$ cat src/rtl/clkmode_pkg.sv
package clkmode_pkg;
  typedef enum logic [1:0] {
    SRC_REF_HALF = 2'd0,
    SRC_REF      = 2'd1,
    SRC_PLL      = 2'd2,
    SRC_LIMP     = 2'd3
  } clk_src_e;

  localparam logic ADDR_MULT   = 1'b0;
  localparam logic ADDR_CTRL   = 1'b1;
  localparam int   CTRL_DIV_BIT = 0;
  localparam int   CTRL_OFF_BIT = 1;
endpackage

$ cat src/rtl/clkmode_sync.sv
module clkmode_sync #(
  parameter int W      = 2,
  parameter int STAGES = 2
) (
  input  logic         clk,
  input  logic         rst_n,
  input  logic [W-1:0] d,
  output logic [W-1:0] q
);
  logic [W-1:0] stage_q [STAGES];

  for (genvar g = 0; g < STAGES; g++) begin : g_stage
    if (g == 0) begin : g_first
      always_ff @(posedge clk or negedge rst_n) begin
        if (!rst_n) stage_q[g] <= '0;
        else        stage_q[g] <= d;
      end
    end else begin : g_rest
      always_ff @(posedge clk or negedge rst_n) begin
        if (!rst_n) stage_q[g] <= '0;
        else        stage_q[g] <= stage_q[g-1];
      end
    end
  end

  assign q = stage_q[STAGES-1];
endmodule

$ cat src/rtl/clkmode_cfg.sv
module clkmode_cfg
  import clkmode_pkg::*;
#(
  parameter int MULT_W   = 4,
  parameter int MULT_MAX = 10
) (
  input  logic              clk,
  input  logic              rst_n,
  input  logic              prot_en,
  input  logic              wr_en,
  input  logic              wr_addr,
  input  logic [MULT_W-1:0] wr_data,
  output logic [MULT_W-1:0] mult_q,
  output logic              div_q,
  output logic              off_q,
  output logic              err_q,
  output logic              mult_load
);
  localparam logic [MULT_W-1:0] MAX_CODE = MULT_W'(MULT_MAX);

  logic mult_wr, ctl_wr, mult_bad, ctl_bad, ctl_load, mult_nz;

  assign mult_nz  = (mult_q != '0);
  assign mult_wr  = wr_en && prot_en && (wr_addr == ADDR_MULT);
  assign ctl_wr   = wr_en && prot_en && (wr_addr == ADDR_CTRL);
  assign mult_bad = (wr_data > MAX_CODE) || div_q || (off_q && (wr_data != '0));
  assign ctl_bad  = mult_nz && (wr_data[CTRL_DIV_BIT] || wr_data[CTRL_OFF_BIT]);
  assign mult_load = mult_wr && !mult_bad;
  assign ctl_load  = ctl_wr && !ctl_bad;

  always_ff @(posedge clk or negedge rst_n) begin
    if (!rst_n) begin
      mult_q <= '0;
      div_q  <= 1'b0;
      off_q  <= 1'b0;
      err_q  <= 1'b0;
    end else begin
      if (mult_load) mult_q <= wr_data;
      if (ctl_load) begin
        div_q <= wr_data[CTRL_DIV_BIT];
        off_q <= wr_data[CTRL_OFF_BIT];
      end
      if ((mult_wr && mult_bad) || (ctl_wr && ctl_bad)) err_q <= 1'b1;
    end
  end

  p_mult_legal_r3: assert property (@(posedge clk) disable iff (!rst_n)
    mult_q <= MAX_CODE);
  p_div_needs_zero_r5: assert property (@(posedge clk) disable iff (!rst_n)
    (div_q || off_q) |-> !mult_nz);
  p_protect_hold_r2: assert property (@(posedge clk) disable iff (!rst_n)
    !prot_en |=> $stable({mult_q, div_q, off_q, err_q}));
  p_err_sticky_r6: assert property (@(posedge clk) disable iff (!rst_n)
    err_q |=> err_q);
endmodule

$ cat src/rtl/clkmode_sel.sv
module clkmode_sel
  import clkmode_pkg::*;
#(
  parameter int MULT_W = 4
) (
  input  logic              clk,
  input  logic              rst_n,
  input  logic [MULT_W-1:0] mult_q,
  input  logic              div_q,
  input  logic              off_q,
  input  logic              mult_load,
  input  logic              lock_s,
  input  logic              ref_s,
  output clk_src_e          src,
  output logic              locking,
  output logic              limp_st
);
  logic run_q, seen_q, limp_now, mult_nz;

  assign mult_nz  = (mult_q != '0);
  assign limp_now = seen_q && !ref_s && !off_q;

  always_ff @(posedge clk or negedge rst_n) begin
    if (!rst_n) begin
      run_q   <= 1'b0;
      seen_q  <= 1'b0;
      limp_st <= 1'b0;
    end else begin
      if (mult_load || !mult_nz) run_q <= 1'b0;
      else if (!run_q && lock_s) run_q <= 1'b1;
      else if (run_q && !lock_s) run_q <= 1'b0;
      seen_q  <= seen_q || ref_s;
      limp_st <= limp_st || limp_now;
    end
  end

  always_comb begin
    if (limp_now)   src = SRC_LIMP;
    else if (run_q) src = SRC_PLL;
    else if (div_q) src = SRC_REF;
    else            src = SRC_REF_HALF;
  end

  assign locking = mult_nz && !run_q;

  p_run_after_lock_r8: assert property (@(posedge clk) disable iff (!rst_n)
    $rose(run_q) |-> $past(lock_s));
  p_lock_loss_r9: assert property (@(posedge clk) disable iff (!rst_n)
    (run_q && !lock_s && !mult_load) |=> !run_q);
  p_limp_sticky_r12: assert property (@(posedge clk) disable iff (!rst_n)
    limp_st |=> limp_st);
  p_limp_armed_r11: assert property (@(posedge clk) disable iff (!rst_n)
    (src == SRC_LIMP) |-> seen_q);
endmodule

$ cat src/rtl/clkmode_ctrl.sv
module clkmode_ctrl
  import clkmode_pkg::*;
#(
  parameter int MULT_W      = 4,
  parameter int MULT_MAX    = 10,
  parameter int SYNC_STAGES = 2
) (
  input  logic              clk,
  input  logic              rst_n,
  input  logic              prot_en,
  input  logic              wr_en,
  input  logic              wr_addr,
  input  logic [MULT_W-1:0] wr_data,
  input  logic              pll_lock_a,
  input  logic              ref_ok_a,
  output logic [1:0]        src_sel,
  output logic [MULT_W-1:0] pll_mult,
  output logic              pll_pd,
  output logic              st_div,
  output logic              st_locking,
  output logic              st_limp,
  output logic              st_err
);
  logic [1:0]        sync_q;
  logic [MULT_W-1:0] mult_q;
  logic              div_q, off_q, mult_load;
  clk_src_e          src;

  clkmode_sync #(.W(2), .STAGES(SYNC_STAGES)) u_sync (
    .clk(clk), .rst_n(rst_n), .d({ref_ok_a, pll_lock_a}), .q(sync_q)
  );

  clkmode_cfg #(.MULT_W(MULT_W), .MULT_MAX(MULT_MAX)) u_cfg (
    .clk(clk), .rst_n(rst_n), .prot_en(prot_en), .wr_en(wr_en),
    .wr_addr(wr_addr), .wr_data(wr_data), .mult_q(mult_q), .div_q(div_q),
    .off_q(off_q), .err_q(st_err), .mult_load(mult_load)
  );

  clkmode_sel #(.MULT_W(MULT_W)) u_sel (
    .clk(clk), .rst_n(rst_n), .mult_q(mult_q), .div_q(div_q), .off_q(off_q),
    .mult_load(mult_load), .lock_s(sync_q[0]), .ref_s(sync_q[1]),
    .src(src), .locking(st_locking), .limp_st(st_limp)
  );

  assign src_sel  = src;
  assign pll_mult = mult_q;
  assign pll_pd   = off_q;
  assign st_div   = div_q;

  p_pll_needs_mult_r10: assert property (@(posedge clk) disable iff (!rst_n)
    (src_sel == 2'd2) |-> (pll_mult != '0 && !pll_pd));
endmodule

$ cat config.mk
export PLATFORM = sky130hd
export DESIGN_NAME = clkmode_ctrl
export DESIGN_NICKNAME = d
export VERILOG_FILES = /design/src/rtl/clkmode_pkg.sv /design/src/rtl/clkmode_sync.sv /design/src/rtl/clkmode_cfg.sv /design/src/rtl/clkmode_sel.sv /design/src/rtl/clkmode_ctrl.sv
export SDC_FILE = /design/constraint.sdc
export NUM_CORES = 1
export LEC_CHECK = 0
export BUFFER_PORTS_ARGS = -buffer_cell sky130_fd_sc_hd__clkbuf_2
export CAP_MARGIN = 20
export CORE_MARGIN = 5
export CORE_UTILIZATION = 37
export CTS_CLUSTER_DIAMETER = 40
export DETAILED_ROUTE_END_ITERATION = 10
export PLACE_DENSITY = 0.63
export SETUP_SLACK_MARGIN = 0.05
export SLEW_MARGIN = 20
export SYNTH_ARGS = -nofsm -noshare
export SYNTH_HDL_FRONTEND = slang
export SYNTH_SLANG_ARGS = --single-unit
$ cat constraint.sdc
create_clock -name clk -period 1.6 [get_ports clk]
set_clock_uncertainty 0.05 [all_clocks]
set_input_delay 0.16 -clock clk [delete_from_list [all_inputs] [get_ports clk]]
set_output_delay 0.16 -clock clk [all_outputs]
set_load 0.01 [all_outputs]
==> metrics.cfg <==
[status]
status=complete, no violations

[yosys]
syn_inst=46
yosysSeqAreaShare_pct=56.7
synth_edf_count=0
syn_nets=58
yosys.area.top_type_share_pct=56.7
syn-cell-area_um2=618
synth_cell_types=21
synth.ff_latch_count=14
ys_warn_count=0
synth.largest_area_cell=dfrtp_1
yosys-top-cells-area=dfrtp_1, mux2_1, o311ai_4
synth_common_cells=dfrtp_1, nor2_1, mux2_1, or2_2
syn_area_per_cell_um2=13.4
async_flop_share_pct=100
synth_ff_type=dfrtp_1
synthMostInstantiatedCell=dfrtp_1

[detailed_routing]
highest_layer=met4
antenna_left=0
met3_length_um=97
dr_wl_met2_um=603
routedWlPerCell_um=13.7
route.detailed.drc=0
via_count=466
wl_met1_um=563
vias_per_cell=5.01
wl_mm=1.27
drt_pre_antenna_iters=3
drt_iter0_drc=2

[floorplan]
dieHeight_um=50.9
dieArea_um2=2590
io_pins=22
fp.dieW_um=50.9
core-area_um2=1540
rows=14
initial_core_util_pct=40.1

[timing]
fmax_ghz=0.664
worst_slew_pin_slew_ps=422
relSlewSlack_pct=71.7
finalHoldViolCount=0
fin_tns_setup_ps=0
rsz0062_at_grt=yes
setup_ws_ps=94.7
final.period_utilization_pct=94.1
holdWs_ps=155
finalSetupViolations=0
slew_viol_final=0
period_minus_slack_ps=1510

[place]
place.gp.congestion=0.752
pre_cts_slack_ps=130
dp_hpwl_mm=1.03
placed_cells=85
postPlaceCellArea_um2=758
numPortBuffers=21

[cells_and_area]
final_cells=93
syn_to_final_growth_pct=36.8
nets=91
antenna_cells=0
drive_gt1_share_pct=49.4
multi_input_area_um2=280
design_area_um2=846
ff_latch_area_um2=350
fillers=141

[worst_setup_path]
cp_max_fo=2
worstSetupPathType=reg -> out
critPathRequiredTime_ps=1390
startpoint_type=flop
worst_ep_arrival_time_ps=1300
end_kind=output port

[clocking]
numCtsBuffers=3
cts-htree-levels=1
path_clk_slew_ps=70
cts-root-buf=clkbuf_4
cts_tree=built
clockBufferDepth=2
clock_latency_ps=270
cts_num_sinks=14

[pwr]
pwr-share-comb_pct=44.1
swShare_pct=35.8
power.internal_w=0.000844
vdd_drop_max_mv=0.866
leakage_nw=0.403
net-switching-power_w=0.000470
clockPowerShare_pct=13.9
seqPwrFrac_pct=41.9
power.density_nw_per_um2=1550

[global_route]
grt_max_degree=15
grt.total_usage_pct=10.7
grt_remaining_overflow=0
grt_pass1_wl_mm=2.07
antenna_found_initial=0
grt_pass1_vias=464

[min_path]
hold_class=in -> reg

[job]
drv_cap=0

## flip-flops by register name, indices dropped and copies added, names as in the netlist
| register | cells |
|---|---|
| u_sync.q | 2 |
| u_cfg.err_q | 1 |
| u_cfg.div_q | 1 |
| u_sel.limp_st | 1 |
| u_cfg.mult_q | 4 |
| u_sel.run_q | 1 |
| u_sync.stage_q | 2 |
| u_sel.seen_q | 1 |
| u_cfg.off_q | 1 |
## worst max-delay path: stages, from the launching register on
cell and delay [ps]:
dfrtp_1 410, nor4_4 300, buf_4 160, nor2_1 30
clkbuf_2 120
## final timing paths
kind,cells past startpoint,slack (ps),endpoint,start
min reg2reg,0,300,u_sync.q[0],u_sync.stage_q[2]
max reg2reg,5,160,u_cfg.err_q,u_cfg.mult_q[2]
min,2,160,u_cfg.mult_q[3],wr_data[3]
max,4,90,st_locking,u_cfg.mult_q[2]
max in group asynchronous,2,990,u_sync.q[1],rst_n
min in group asynchronous,2,260,u_sel.run_q,rst_n
## cells in the final DEF (no fill, tap or decap), drive strengths merged, types with 2 or more instances in the layout
cell | synthesis | final
dlygate4sd3 | 0 | 3
nor4 | 2 | 2
buf | 0 | 4
or2 | 3 | 3
and2 | 2 | 2
clkbuf | 0 | 24
inv | 2 | 2
a32o | 2 | 2
nor2 | 5 | 5
mux2 | 4 | 4
dfrtp | 14 | 14
a211oi | 2 | 2
## layout make-up
cell class	count	share of cell area [%]
repair buffers	28	19.5
clock buffers	3	2.66
multi-input cells	30	33.1
well taps	16	2.37
flip-flops and latches	14	41.4
inverters	2	0.888
## per-stage QoR
stage,total power [W],util (%)
after floorplan,0.000813,-
after global placement,0.00105,49.2
after detailed placement,0.00106,49.2
after CTS,0.00130,53.9
after global routing,0.00143,54.9
final,0.00131,54.9
## layer usage
layer	track usage, %	vias to the layer above
met1	14.1	216
met2	15.9	13
li1	-	235
met3	4.94	2
met4	2.55	0
met5	0	-
## power groups by stage
stage	clock (W)	sequential, W	combinational [W]
after floorplan	0	0.000568	0.000246
after global placement	0	0.000537	0.000511
after detailed placement	0	0.000541	0.000517
after CTS	0.000190	0.000532	0.000573
after global routing	0.000213	0.000566	0.000654
final	0.000183	0.000551	0.000580
## timing repair
item	CTS	global route
hold buffers	3	0
gates cloned	0	0
endpoints found under the hold margin	16	0
setup endpoints to repair	3	3
buffers inserted	2	0
pin swaps	1	1
resized for setup	1	2
## kinds of logic (layout without fill, tap and decap cells)
logic type | after synthesis | in the layout | share of synthesized area (%)
simple gates | 14 | 14 | 15.0
compound gates | 11 | 11 | 17.8
mux | 4 | 4 | 7.29
fa+ha+maj | 1 | 1 | 2.02
flops | 14 | 14 | 56.7
buf+inv | 2 | 33 | 1.22
No activity file was read; power rests on OpenSTA's default activity.
